===== src/rtl/bbm_pkg.sv =====
package bbm_pkg;
  localparam logic [1:0] ST_FLOAT = 2'b00;
  localparam logic [1:0] ST_POS   = 2'b01;
  localparam logic [1:0] ST_NEG   = 2'b10;
  localparam logic [1:0] ST_GND   = 2'b11;

  typedef enum logic {PH_IDLE = 1'b0, PH_DWELL = 1'b1} phase_e;
endpackage


===== src/rtl/bbm_ground_flags.sv =====
module bbm_ground_flags #(
  parameter int NCH = 4
) (
  input  logic [2*NCH-1:0] cur_word_i,
  input  logic [2*NCH-1:0] tgt_word_i,
  output logic [NCH-1:0]   flag_o,
  output logic [2*NCH-1:0] interim_o
);
  // one XOR per channel on the low code bits, then OR the flag into both bits
  for (genvar c = 0; c < NCH; c++) begin : g_ch
    always_comb begin
      flag_o[c]          = cur_word_i[2*c] ^ tgt_word_i[2*c];
      interim_o[2*c]     = tgt_word_i[2*c]   | flag_o[c];
      interim_o[2*c+1]   = tgt_word_i[2*c+1] | flag_o[c];
    end
  end
endmodule


===== src/rtl/bbm_dwell_timer.sv =====
module bbm_dwell_timer #(
  parameter int DW_W = 8
) (
  input  logic            clk,
  input  logic            rst,
  input  logic            start_i,
  input  logic [DW_W-1:0] dwell_i,
  output logic            last_o,
  output logic [DW_W-1:0] cnt_o
);
  logic [DW_W-1:0] cnt_q;
  logic [DW_W-1:0] dwell_eff;

  always_comb begin
    dwell_eff = (dwell_i == '0) ? DW_W'(1) : dwell_i;
  end

  always_ff @(posedge clk) begin
    if (rst) begin
      cnt_q <= '0;
    end else if (start_i) begin
      cnt_q <= dwell_eff;
    end else if (cnt_q != '0) begin
      cnt_q <= cnt_q - DW_W'(1);
    end
  end

  assign last_o = (cnt_q == DW_W'(1));
  assign cnt_o  = cnt_q;


  timer_decrement_chk: assert property (@(posedge clk) disable iff (rst)
    (!start_i && cnt_q != '0) |=> (cnt_q == $past(cnt_q) - DW_W'(1)));
endmodule


===== src/rtl/bbm_output_sequencer.sv =====
module bbm_output_sequencer
  import bbm_pkg::*;
#(
  parameter int NCH  = 4,
  parameter int DW_W = 8
) (
  input  logic              clk,
  input  logic              rst,
  input  logic              load_i,
  input  logic [2*NCH-1:0]  next_word_i,
  input  logic [DW_W-1:0]   dwell_i,
  output logic [2*NCH-1:0]  out_word_o,
  output logic              busy_o
);
  localparam int WW = 2 * NCH;

  phase_e          phase_q;
  logic [WW-1:0]   cur_q;
  logic [WW-1:0]   tgt_q;
  logic [WW-1:0]   out_q;
  logic [NCH-1:0]  flags;
  logic [WW-1:0]   interim;
  logic            accept;
  logic            start_dwell;
  logic            dwell_last;
  logic [DW_W-1:0] dwell_cnt;

  bbm_ground_flags #(.NCH(NCH)) u_flags (
    .cur_word_i (cur_q),
    .tgt_word_i (next_word_i),
    .flag_o     (flags),
    .interim_o  (interim)
  );

  assign accept      = load_i && (phase_q == PH_IDLE);
  assign start_dwell = accept && (|flags);

  bbm_dwell_timer #(.DW_W(DW_W)) u_timer (
    .clk     (clk),
    .rst     (rst),
    .start_i (start_dwell),
    .dwell_i (dwell_i),
    .last_o  (dwell_last),
    .cnt_o   (dwell_cnt)
  );

  always_ff @(posedge clk) begin
    if (rst) begin
      phase_q <= PH_IDLE;
      cur_q   <= {NCH{ST_FLOAT}};
      tgt_q   <= {NCH{ST_FLOAT}};
      out_q   <= {NCH{ST_FLOAT}};
    end else begin
      case (phase_q)
        PH_IDLE: begin
          if (start_dwell) begin
            tgt_q   <= next_word_i;
            out_q   <= interim;
            phase_q <= PH_DWELL;
          end else if (accept) begin
            cur_q <= next_word_i;
            tgt_q <= next_word_i;
            out_q <= next_word_i;
          end
        end
        PH_DWELL: begin
          if (dwell_last) begin
            cur_q   <= tgt_q;
            out_q   <= tgt_q;
            phase_q <= PH_IDLE;
          end
        end
        default: phase_q <= PH_IDLE;
      endcase
    end
  end

  assign out_word_o = out_q;
  assign busy_o     = (phase_q == PH_DWELL);


  reset_state_chk: assert property (@(posedge clk)
    rst |=> (!busy_o && out_word_o == '0));


  busy_hold_target_chk: assert property (@(posedge clk) disable iff (rst)
    (busy_o && !dwell_last) |=> ($stable(tgt_q) && busy_o));


  busy_counter_live_chk: assert property (@(posedge clk) disable iff (rst)
    busy_o |-> (dwell_cnt != '0));


  cur_only_final_chk: assert property (@(posedge clk) disable iff (rst)
    (busy_o && !dwell_last) |=> $stable(cur_q));


  dwell_end_apply_chk: assert property (@(posedge clk) disable iff (rst)
    (busy_o && dwell_last) |=> (!busy_o && out_word_o == $past(tgt_q)));

  for (genvar c = 0; c < NCH; c++) begin : g_mon

    no_rail_swing_chk: assert property (@(posedge clk) disable iff (rst)
      (out_q[2*c+1:2*c] == ST_POS || out_q[2*c+1:2*c] == ST_NEG)
      |=> (out_q[2*c+1:2*c] != ~$past(out_q[2*c+1:2*c])));
  end
endmodule


===== config.mk =====
export PLATFORM = sky130hd
export DESIGN_NAME = bbm_output_sequencer
export DESIGN_NICKNAME = d
export VERILOG_FILES = /design/src/rtl/bbm_pkg.sv /design/src/rtl/bbm_ground_flags.sv /design/src/rtl/bbm_dwell_timer.sv /design/src/rtl/bbm_output_sequencer.sv
export SDC_FILE = /design/constraint.sdc
export NUM_CORES = 1
export LEC_CHECK = 0
export BUFFER_PORTS_ARGS = -buffer_cell sky130_fd_sc_hd__buf_2
export CAP_MARGIN = 20
export CORE_MARGIN = 8
export CORE_UTILIZATION = 40
export CTS_BUF_LIST = sky130_fd_sc_hd__clkbuf_4
export DETAILED_ROUTE_END_ITERATION = 10
export PLACE_DENSITY = 0.71
export SETUP_SLACK_MARGIN = 0.1
export SLEW_MARGIN = 20
export SYNTH_ARGS = -nofsm -noshare
export SYNTH_HDL_FRONTEND = slang
export SYNTH_SLANG_ARGS = --single-unit

===== constraint.sdc =====
create_clock -name clk -period 1.94 [get_ports clk]
set_clock_uncertainty 0.05 [all_clocks]
set_input_delay 0.097 -clock clk [delete_from_list [all_inputs] [get_ports clk]]
set_output_delay 0.097 -clock clk [all_outputs]
set_load 0.02 [all_outputs]

# [Word level (Yosys, flattened, before mapping)]
# Index checks and enable logic that the tools add are counted.
[word_totals] ff_bits=32 latch_bits=0 ramBits=0 rom_bits=0 output_inout_bits=9 elab_cells=47 mem_count=0
[op_classes] n_addsub=1 mul=0 div_mod_pow=0 n_lt_le_gt_ge=0 eq_ne=5 shift=0 muxes=13 bitwise_logic=13 n_reduce_logical=10
[ops] op="8-bit two-way mux" count=7
[ops] op="8-bit one-hot mux with 2 select lines" count=1
[ops] op="7-bit one-hot mux with 2 select lines" count=1
[ops] op="8-bit by 1-bit == test with 1-bit output (second input constant)" count=1
[ops] op="8-bit logical NOT" count=1
[ops] op="1-bit OR" count=8
[ops] op="8-bit nonzero test" count=1
[ops] op="8-bit by 1-bit subtractor with 8-bit output (second input constant)" count=1
[ops] op="7-bit two-way mux" count=1
[ops] op="2-bit inequality test (second input constant)" count=2
[ops] op="2-bit AND reduction" count=2
[ops] op="2-bit nonzero test" count=2
[ops] op="4-bit OR reduction" count=1
[ops] op="1-bit bitwise XOR" count=4
[ops] op="3-bit inequality test (second input constant)" count=1
[ops] op="3-bit AND reduction" count=1
[ops] op="1-bit logical AND" count=2
[ops] op="1-bit two-way mux" count=2
[ops] op="2-bit by 1-bit inequality test with 1-bit output (second input constant)" count=1
[ops] op="1-bit one-hot mux with 2 select lines" count=1
[ops] op="1-bit NOT" count=1

# [Depth between registers and ports, before layout]
# Gate-level depths: netlist of run 1.
[depth] depth_word=5 ltp_mapped=8

# [Modules after synthesis]
# A second synthesis of run 1 with hierarchy kept.
[hier_totals] hier_cells=219 area_unflattened_um2=1841.8
[by_module_without_submodules] module="bbm_output_sequencer" n_inst=1 cells_each=142 area_per_inst_um2=1224.9 seq_area_each_um2=500.5
[by_module_without_submodules] module="bbm_dwell_timer" n_inst=1 cells_each=57 area_per_inst_um2=496.7 seq_area_each_um2=160.2
[by_module_without_submodules] module="bbm_ground_flags" n_inst=1 cells_each=20 area_per_inst_um2=120.1 seq_area_each_um2=0.0

# [Least setup slack after synthesis of run 1]
# No wires, ideal clock.
[synth_path] kind="reg2reg" startpoint="register cur_q[2]" endpoint="register out_q[2], in the netlist out_word_o[2]" arrival_ns=1.684 required_ns=1.799 setup_slack_ns=0.115 stages_incl_launch_ff=8 path_cell_list="dfxtp_1 inv_1 ha_1 nor4_1 nor2_1 clkbuf_1 or3_1 a311oi_1"
[synth_via] elab_chain_len=5 elab_cells_between_ends=8 classes_between="eq/ne (1); mux (2); bitwise (2); reduce/logical (3)"
[synth_rtl] element="from (decl)" line="bbm_output_sequencer.sv:18" text="logic [WW-1:0] cur_q;"
[synth_rtl] element="from (signal assigned)" line="bbm_output_sequencer.sv:50" text="cur_q <= {NCH{ST_FLOAT}};"
[synth_rtl] element="from (signal assigned)" line="bbm_output_sequencer.sv:61" text="cur_q <= next_word_i;"
[synth_rtl] element="from (signal assigned)" line="bbm_output_sequencer.sv:68" text="cur_q <= tgt_q;"
[synth_rtl] element="1-bit bitwise XOR *" line="bbm_ground_flags.sv:12" text="flag_o[c] = cur_word_i[2*c] ^ tgt_word_i[2*c];"
[synth_rtl] element="4-bit OR reduction" line="bbm_output_sequencer.sv:36" text="assign start_dwell = accept && (|flags);"
[synth_rtl] element="1-bit logical AND" line="bbm_output_sequencer.sv:36"
[synth_rtl] element="8-bit two-way mux or 3-bit inequality test (tied branches)"
[synth_rtl] element="8-bit one-hot mux with 2 select lines or 2-bit AND reduction (tied branches)"
[synth_rtl] element="to (signal assigned)" line="bbm_output_sequencer.sv:52" text="out_q <= {NCH{ST_FLOAT}};"
[synth_rtl] element="to (signal assigned)" line="bbm_output_sequencer.sv:58" text="out_q <= interim;"
[synth_rtl] element="to (signal assigned)" line="bbm_output_sequencer.sv:63" text="out_q <= next_word_i;"
[synth_rtl] element="to (decl)" line="bbm_output_sequencer.sv:20" text="logic [WW-1:0] out_q;"
# Every way passes the cells marked *; elsewhere a longest branch is shown, timed or not.
# A chain may end at the register's enable or synchronous reset.

# [Worst setup path after layout of run 1]
[layout_path] startpoint="register cur_q[4]" endpoint="register out_q[6], in the netlist out_word_o[6]"
[layout_via] elab_chain_len=5 elab_cells_between_ends=7 classes_between="eq/ne (1); mux (2); bitwise (1); reduce/logical (3)"
[layout_rtl] element="1-bit bitwise XOR *" line="bbm_ground_flags.sv:12"
[layout_rtl] element="4-bit OR reduction *" line="bbm_output_sequencer.sv:36"
[layout_rtl] element="1-bit logical AND *" line="bbm_output_sequencer.sv:36"
[layout_rtl] element="8-bit two-way mux or 3-bit inequality test (tied branches)"
[layout_rtl] element="8-bit one-hot mux with 2 select lines or 2-bit AND reduction (tied branches)"
# Marks and branches as above.

==> summary.txt, run 1 <==
outcome = complete, no violations
Pleak = 0.000865 uW
pre-CTS WS = 0.0800 ns
Fill cells = 323
CP arrival = 2.00 ns
Mapped Cells = 192
WP data required = 2.12 ns
critical path class = flop to flop
synthesized-area fraction occupied by adder cells = 5.76%
worst vdd rail ir drop = 0.414 mV
core area = 3660 um2
Root Buffer = clkbuf_4
number of clock sinks = 29
minimum clock period = 1.82 ns
Max Freq = 550 MHz
Layout Cells excl Fill = 286
crit end category = flop
setup TNS = 0 ns
Rel. slew slack = 63.4%
Die ar. = 6030 um2
Clock transition at path regs = 0.09 ns
post-synthesis cell type with the largest combined area = dfxtp_1
Inst Count DP = 263
largest family of logic cells by synthesized area = simple AND/OR/NAND/NOR gates
Vias/cell = 5.33
HPWL after DPL = 2540 um
drt drc = 0
unrepaired setup endpoints after global routing = true
fin. max-slew vios = 0
ys async rst share = 0%
endpoints failing setup = 0
EDFF count, synth = 0
DRT iter0 DRCs = 105
PwrDens = 912 nW/um2
share of layout cells above drive strength 1 = 26.9%
Synth Area in XOR/XNOR = 2.88%
Die Y = 77.7 um
post-synth top area share = 38.2%
port buffer count = 27
WL/cell = 13.5 um
total CTS buffers = 5
number of H-tree levels = 2
row cnt = 22
Final nets = 264
vias = 1524
hold crit path type = input port to flop
drt pass-1 iters = 4
Max Cap Viol = 0
Initial Utilization = 41.6%
Syn Area/Cell = 7.92 um2
grt ovf = 0
yosys warns = 0
Worst Tran Pin Value = 0.549 ns
final worst path period share = 93.7%
Post-Synth Simple-Gate Area = 24.0%
hold_ws = 0.0232 ns
Syn-to-layout area delta = 35.3%
Synth Area in Compound Gates = 22.1%
mux cell area share after synthesis = 0%
mapped cell area = 1520 um2
largest net degree at the start of global routing = 31
first-pass GRT wire length = 6490 um
CTS tree = yes
sequential cell area fraction in the yosys report = 38.2%
total power = 1880 uW
CTS max path bufs = 2
Clock Latency Late Sink = 0.33 ns
vias in the first global route = 1506
Final Wtd Congestion = 0.778
post-synth cell types = 36
Hold Vio Cnt, Final = 0
Top FF cell, synth = dfxtp_1
Total GRT Usage = 13.0%
wirelength, routed = 3850 um
Worst Path Max Fanout = 5
Die X = 77.7 um
# diodes = 0
fin worst setup slack = 0.122 ns
syn_nets = 218
antenna viol nets, final = 0
I/O pin total = 28
critical path launch point type = flop
#FFs+latches synth = 29
initial antenna violation count = 0
synth top area cells = dfxtp_1, a21oi_1, nand2_1
-- cells in the final DEF, fill, tap and decap left out, types with 2 or more instances in the layout --
cell type	netlist	final
inv_2	0	2
o21ai_0	8	8
a311oi_1	5	4
or3_1	8	8
ha_4	0	4
a21oi_1	25	24
nor4_4	1	2
nor3_1	3	2
buf_4	1	9
nand2_1	31	30
inv_1	11	9
clkbuf_4	0	6
nor2_1	11	8
ha_1	7	3
a21o_1	4	4
nand3_1	9	9
nor2_4	0	2
a211oi_1	6	6
buf_2	2	27
dlygate4sd3_1	0	11
dfxtp_1	29	28
xor2_1	4	4
-- worst paths after layout --
| check | startpoint | to | slack, ns | cells past startpoint |
|---|---|---|---|---|
| max | cur_q[4] | out_word_o[6] | 0.12 | 6 |
| min | dwell_i[6] | u_timer.cnt_o[6] | 0.02 | 3 |
| max reg2reg | cur_q[4] | out_word_o[6] | 0.12 | 6 |
| min reg2reg | tgt_q[6] | tgt_q[6] | 0.40 | 2 |
-- synth_stat cells, types with 2 or more instances --
| cell type | instances |
|---|---|
| nand3_1 | 9 |
| dfxtp_1 | 29 |
| a211oi_1 | 6 |
| o21ai_0 | 8 |
| a21oi_1 | 25 |
| nor4_1 | 2 |
| clkbuf_1 | 7 |
| inv_1 | 11 |
| nor3_1 | 3 |
| a21o_1 | 4 |
| xor2_1 | 4 |
| or3_1 | 8 |
| a311oi_1 | 5 |
| nand2_1 | 31 |
| ha_1 | 7 |
| buf_6 | 2 |
| buf_2 | 2 |
| nor2_1 | 11 |
-- what timing repair did --
action	CTS	global route
pin swaps	0	12
gates resized for setup	2	20
endpoints found under the setup margin	10	17
setup buffers	0	3
cloned	0	1
hold buffers	12	0
hold endpoints to repair	12	0
-- cells by family (layout without fill, tap and decap cells) --
kind of cell / Yosys count / after routing
compound gates: 54 / 54
xor+xnor: 5 / 5
fa+ha+maj: 7 / 7
buf+inv: 23 / 69
flops: 29 / 29
simple gates: 74 / 74
-- through the flow --
stage	util (%)	cell area, um2
floorplan	-	1520
global placement	47.1	1720
detailed placement	47.1	1720
CTS	52.0	1900
global route	56.2	2060
finish	56.2	2060
-- state kept, by name, indices dropped and copies added, names as in the netlist --
name,cells
out_word_o,8
u_timer.cnt_o,8
tgt_q,8
busy_o,1
cur_q,4
-- critical path, stage by stage, from the launching register on --
cell and delay, ns:
dfxtp_2 0.35, inv_2 0.04, ha_4 0.24, nor4_4 0.35, nor2_4 0.09, or3_1 0.36, a311oi_1 0.25
-- power breakdown --
| part | internal [uW] | switching (uW) | total (uW) |
|---|---|---|---|
| Clock | 145 | 195 | 340 |
| Sequential | 686 | 79.7 | 766 |
| Combinational | 359 | 411 | 771 |
-- layout make-up --
cell class	instances	area, um2	share of cell area (%)
clock buffers	6	45.0	2.19
clock inverters	1	3.75	0.182
inverters	11	41.3	2.01
multi-input cells	140	945	45.9
flip-flops and latches	29	582	28.3
well taps	48	60.1	2.92
repair buffers	51	382	18.5
-- per-layer routing --
| metal | up-vias | global-route usage, % | part of all wire [%] | wire (um) |
|---|---|---|---|---|
| met3 | 7 | 3.69 | 4.5 | 172 |
| li1 | 770 | - | - | - |
| met4 | 0 | 7.36 | 2.4 | 91 |
| met2 | 36 | 21.4 | 50 | 1910 |
| met5 | - | 0 | 0 | 0 |
| met1 | 711 | 14.7 | 44 | 1680 |
(Power assumes the default switching activity.)
==> run 2, diff against run 1 <==
--- a/config.mk
+++ b/config.mk
@@ -8,10 +8,10 @@
 export BUFFER_PORTS_ARGS = -buffer_cell sky130_fd_sc_hd__buf_2
 export CAP_MARGIN = 20
 export CORE_MARGIN = 8
-export CORE_UTILIZATION = 40
+export CORE_UTILIZATION = 45
 export CTS_BUF_LIST = sky130_fd_sc_hd__clkbuf_4
 export DETAILED_ROUTE_END_ITERATION = 10
-export PLACE_DENSITY = 0.71
+export PLACE_DENSITY = 0.77
 export SETUP_SLACK_MARGIN = 0.1
 export SLEW_MARGIN = 20
 export SYNTH_ARGS = -nofsm -noshare
==> run 2 against run 1 <==
Net effect: maximum frequency down 2.3%; first-iteration DRC count up 100%; sequential share of layout area up 0.69 points; clock power about the same; combinational power up 0.5%; non-clock buffer count up 2; sequential cell count unchanged; register-to-register slack worse by 0.04 ns; hold slack worse by 0.011 ns; core utilization up 5.3 points; via count up 3.3%; wire length up 9.9%; critical path type unchanged; highest routed layer unchanged.
==> summary.txt, run 2 (synthesis gave the netlist of run 1 again) <==
initial antenna violation count = 0 (unchanged)
row cnt = 21 (-4.5%)
CTS tree = yes
Max Cap Viol = 0 (unchanged)
share of layout cells above drive strength 1 = 26.0% (-0.86 points)
Post-DP Area = 1730 um2 (+0.29%)
Die Y = 74.1 um (-4.5%)
drt drc = 0 (unchanged)
r2r setup slk = 0.08 ns (-0.04 ns)
Hold Vio Cnt, Final = 0 (unchanged)
DRT iter0 DRCs = 210 (+100%)
Buf/Inv on CP = 1 (unchanged)
worst hold path depth = 3 (unchanged)
HPWL after DPL = 2620 um (+3.5%)
final worst path period share = 95.9% (+2.2 points)
Syn-to-layout area delta = 32.9%
slowest CP cell = dfxtp_2
RR Startpoint = cur_q[2]
hold_ws = 0.0123 ns (-0.0109 ns)
Critical Path Source = cur_q[2]
Inst Count DP = 262 (-0.38%)
Pleak = 0.000855 uW (-1.1%)
commonest non-fill, non-tap cell in the layout = nand2_1
outcome = complete, no violations
number of clock sinks = 29 (unchanged)
Worst Path Max Fanout = 5 (unchanged)
unrepaired setup endpoints after global routing = true
WP data required = 2.13 ns (about the same)
worst vdd rail ir drop = 0.619 mV (+49%)
CP Depth = 6 (unchanged)
minimum clock period = 1.86 ns (+0.0431 ns)
# diodes = 0 (unchanged)
Total GRT Usage = 15.1% (+2.1 points)
Clock Latency Late Sink = 0.33 ns (about the same)
FF-to-FF path depth = 6 (unchanged)
wirelength, routed = 4240 um (+9.9%)
post-layout instance area = 2020 um2 (-1.8%)
Final Wtd Congestion = 0.828 (+6.4%)
Root Buffer = clkbuf_4
endpoints failing setup = 0 (unchanged)
CTS max path bufs = 2 (unchanged)
vias = 1574 (+3.3%)
crit end category = flop
setup TNS = 0 ns (unchanged)
Layout Cells excl Fill = 288 (+0.70%)
Die ar. = 5500 um2 (-8.9%)
WL/cell = 14.7 um (+9.1%)
fin. max-slew vios = 0 (unchanged)
Rel. slew slack = 63.9% (+0.55 points)
Hold Crit Start = dwell_i[6]
hold crit path type = input port to flop
Fill cells = 277 (-14%)
port buffer count = 27 (unchanged)
core area = 3280 um2 (-10%)
Final nets = 267 (+1.1%)
Worst Tran Pin Value = 0.541 ns (-0.00822 ns)
total CTS buffers = 5 (unchanged)
Max stage delay on crit path = 0.35 ns (about the same)
vias in the first global route = 1446 (-4.0%)
CP arrival = 2.05 ns (+0.05 ns)
antenna viol nets, final = 0 (unchanged)
Top delay family on crit path = simple AND/OR/NAND/NOR gates
grt ovf = 0 (unchanged)
critical path launch point type = flop
Clock transition at path regs = 0.09 ns (about the same)
PwrDens = 935 nW/um2 (+2.5%)
cells along the critical path = inv_1, ha_4, nor4_4, nor2_2, or3_1, a311oi_1
Vias/cell = 5.47 (+2.6%)
drt pass-1 iters = 5 (+1)
pre-CTS WS = 0.0391 ns (-0.0408 ns)
critical path class = flop to flop
Max Freq = 537 MHz (-2.3%)
Initial Utilization = 46.3% (+4.8 points)
first-pass GRT wire length = 6400 um (-1.4%)
largest net degree at the start of global routing = 31 (unchanged)
number of H-tree levels = 2 (unchanged)
Die X = 74.1 um (-4.5%)
fin worst setup slack = 0.0793 ns (-0.0431 ns)
most frequent cells in the layout = nand2_1, buf_2, a21oi_1, dfxtp_1, buf_4
I/O pin total = 28 (unchanged)
==> run 2: repair_timing <==
action                                  4_1_cts  5_1_grt
cloned                                        0        1
endpoints found under the setup margin       12       16
gates resized for setup                       6        7
buffers inserted                              3        2
pin swaps                                     3        4
endpoints found under the hold margin        12        0
hold buffers                                 12        0
==> run 2: worst paths after layout <==
check | to
max | out_word_o[0]
min | u_timer.cnt_o[6]
max reg2reg | out_word_o[0]
min reg2reg | tgt_q[4]
==> run 2: power by group <==
part           switching [uW]  internal (uW)  leakage [uW]
registers                84.3            688      0.000241
clock network             212            131     0.0000300
logic                     416            359      0.000584
==> run 2: metrics by stage <==
stage                     total power, uW  util, %
after CTS                            1840     59.4
after detailed placement             1450     52.6
after floorplan                      1260        -
after global routing                 2020     61.6
after global placement               1430     52.6
final                                1890     61.6
==> run 2: worst reg2reg max path: stages, from the launching register on <==
cell and delay, ns:
dfxtp_2 0.35, inv_1 0.08, ha_4 0.24, nor4_4 0.33, nor2_2 0.11, or3_1 0.34
a311oi_1 0.27
==> run 2: area by class of cell <==
cell class                 instances  area (um2)  share of cell area [%]
multi-input combinational        141         915                    45.2
timing repair buffer              53         373                    18.4
inverter                          11        41.3                    2.04
sequential                        29         586                    29.0
tap                               46        57.6                    2.85
clock buffer                       5        37.5                    1.86
clock inverter                     3        12.5                   0.619
==> run 2: layer usage <==
metal / part of all wire [%] / up-vias / GRT usage, %
met2: 48 / 66 / 24.2
li1: - / 772 / -
met4: 2.8 / 0 / 8.20
met1: 43 / 724 / 17.8
met5: 0 / - / 0
met3: 6.8 / 12 / 4.04
==> run 3, diff against run 2 <==
--- a/config.mk
+++ b/config.mk
@@ -8,10 +8,10 @@
 export BUFFER_PORTS_ARGS = -buffer_cell sky130_fd_sc_hd__buf_2
 export CAP_MARGIN = 20
 export CORE_MARGIN = 8
-export CORE_UTILIZATION = 45
+export CORE_UTILIZATION = 51
 export CTS_BUF_LIST = sky130_fd_sc_hd__clkbuf_4
 export DETAILED_ROUTE_END_ITERATION = 10
-export PLACE_DENSITY = 0.77
+export PLACE_DENSITY = 0.85
 export SETUP_SLACK_MARGIN = 0.1
 export SLEW_MARGIN = 20
 export SYNTH_ARGS = -nofsm -noshare
==> run 3 against run 2 <==
Net effect: sequential cell count did not move; cell count fell by 7.3%; wire length rose by 0.78%; final area fell by 3.9%; global-route usage rose by 1.1 points; maximum frequency rose by 3.1%; critical path depth did not move; core utilization rose by 4.2 points; die area fell by 9.3%; hold slack improved by 0.020 ns.
==> summary.txt, run 3 (synthesis gave the netlist of run 1 again) <==
DRT iter0 DRCs = 155 (-26%)
Worst Tran Pin Value = 0.558 ns (+0.0174 ns)
vias in the first global route = 1428 (-1.2%)
drt pass-1 iters = 4 (-1)
critical path launch point type = flop
endpoints failing setup = 0 (unchanged)
pre-CTS WS = -0.00556 ns (-0.0447 ns)
worst vdd rail ir drop = 0.525 mV (-15%)
Die Y = 70.6 um (-4.8%)
PwrDens = 952 nW/um2 (+1.8%)
Buf/Inv on CP = 1 (unchanged)
most frequent cells in the layout = nand2_1, buf_2, dfxtp_1, a21oi_1, dlygate4sd3_1
cells along the critical path = inv_2, ha_4, nor4_4, nor2_2, or3_1, a311oi_2
number of H-tree levels = 2 (unchanged)
HPWL after DPL = 2480 um (-5.7%)
Die ar. = 4990 um2 (-9.3%)
Syn-to-layout area delta = 27.7%
Worst Path Max Fanout = 5 (unchanged)
Max Freq = 554 MHz (+3.1%)
WP data required = 2.12 ns (about the same)
Max stage delay on crit path = 0.36 ns (about the same)
grt ovf = 0 (unchanged)
Initial Utilization = 51.5% (+5.2 points)
Pleak = 0.000814 uW (-4.8%)
vias = 1564 (-0.64%)
Total GRT Usage = 16.2% (+1.1 points)
core area = 2950 um2 (-10%)
WL/cell = 16.0 um (+8.7%)
initial antenna violation count = 0 (unchanged)
Final Wtd Congestion = 0.823 (-0.65%)
Max Cap Viol = 0 (unchanged)
share of layout cells above drive strength 1 = 23.5% (-2.5 points)
unrepaired setup endpoints after global routing = true
commonest non-fill, non-tap cell in the layout = nand2_1
CTS tree = yes
total CTS buffers = 5 (unchanged)
# diodes = 0 (unchanged)
Root Buffer = clkbuf_4
outcome = complete, no violations
Die X = 70.6 um (-4.8%)
Core Util, Final = 65.8% (+4.2 points)
hold crit path type = input port to flop
fin worst setup slack = 0.136 ns (+0.0563 ns)
number of clock sinks = 29 (unchanged)
wirelength, routed = 4270 um (+0.78%)
Post-DP Area = 1680 um2 (-3.0%)
drt drc = 0 (unchanged)
critical path class = flop to flop
Top delay family on crit path = simple AND/OR/NAND/NOR gates
fin. max-slew vios = 0 (unchanged)
Vias/cell = 5.86 (+7.2%)
Final nets = 259 (-3.0%)
post-layout instance area = 1940 um2 (-3.9%)
antenna viol nets, final = 0 (unchanged)
final worst path period share = 93.0% (-2.9 points)
CP arrival = 1.99 ns (-0.06 ns)
largest net degree at the start of global routing = 31 (unchanged)
Clock Latency Late Sink = 0.33 ns (about the same)
row cnt = 20 (-4.8%)
minimum clock period = 1.80 ns (-0.0563 ns)
I/O pin total = 28 (unchanged)
port buffer count = 27 (unchanged)
Hold Vio Cnt, Final = 0 (unchanged)
crit end category = flop
first-pass GRT wire length = 6580 um (+2.8%)
slowest CP cell = dfxtp_2
Clock transition at path regs = 0.10 ns (about the same)
Rel. slew slack = 62.8% (-1.2 points)
CTS max path bufs = 2 (unchanged)
## run 3: layout make-up
type	count	area, um2
fill	231	1010
multi-input combinational	141	926
sequential	29	584
timing repair buffer	45	300
inverter	11	41.3
tap	33	41.3
clock buffer	5	37.5
clock inverter	3	12.5
## run 3: layer usage
layer	wire, um	global-route usage (%)	up-vias
met2	2080	24.5	50
met4	95	6.47	0
met5	0	0	-
li1	-	-	761
met1	1840	20.6	742
met3	251	5.37	11
## run 3: stage by stage
step	setup TNS, ns	std cells	total power, uW	hold slack (ns)
2_1_floorplan	0	192	1260	0.183
3_3_place_gp	0	246	1400	0.299
3_5_place_dp	-0.00556	246	1410	0.308
4_1_cts	0	266	1800	0.0135
5_1_grt	0	267	1970	0.0229
6_report	0	267	1850	0.0324
## run 3: path summary, 6_finish.rpt
check	slack, ns	startpoint	end	cells after the start
max	0.14	cur_q[2]	out_word_o[6]	6
max reg2reg	0.14	cur_q[2]	out_word_o[6]	6
min reg2reg	0.41	tgt_q[1]	tgt_q[1]	2
min	0.03	dwell_i[7]	u_timer.cnt_o[7]	3
## run 3: tightest hold or removal path: stages
cell	delay (ns)
buf_2	0.11
nor2_1	0.10
a211oi_1	0.05
## run 3: what timing repair did
action,CTS,global route
gates resized for setup,5,10
setup endpoints to repair,16,16
hold endpoints to repair,12,0
hold buffers,12,0
buffers inserted,0,0
gates cloned,0,1
pin swaps,1,1
## run 3: report_power, final
group	internal, uW	switching (uW)	total, uW	leakage, uW
clock	131	218	348	0.0000300
sequential	688	83.6	771	0.000241
combinational	326	404	730	0.000544
total	1140	706	1850	0.000814
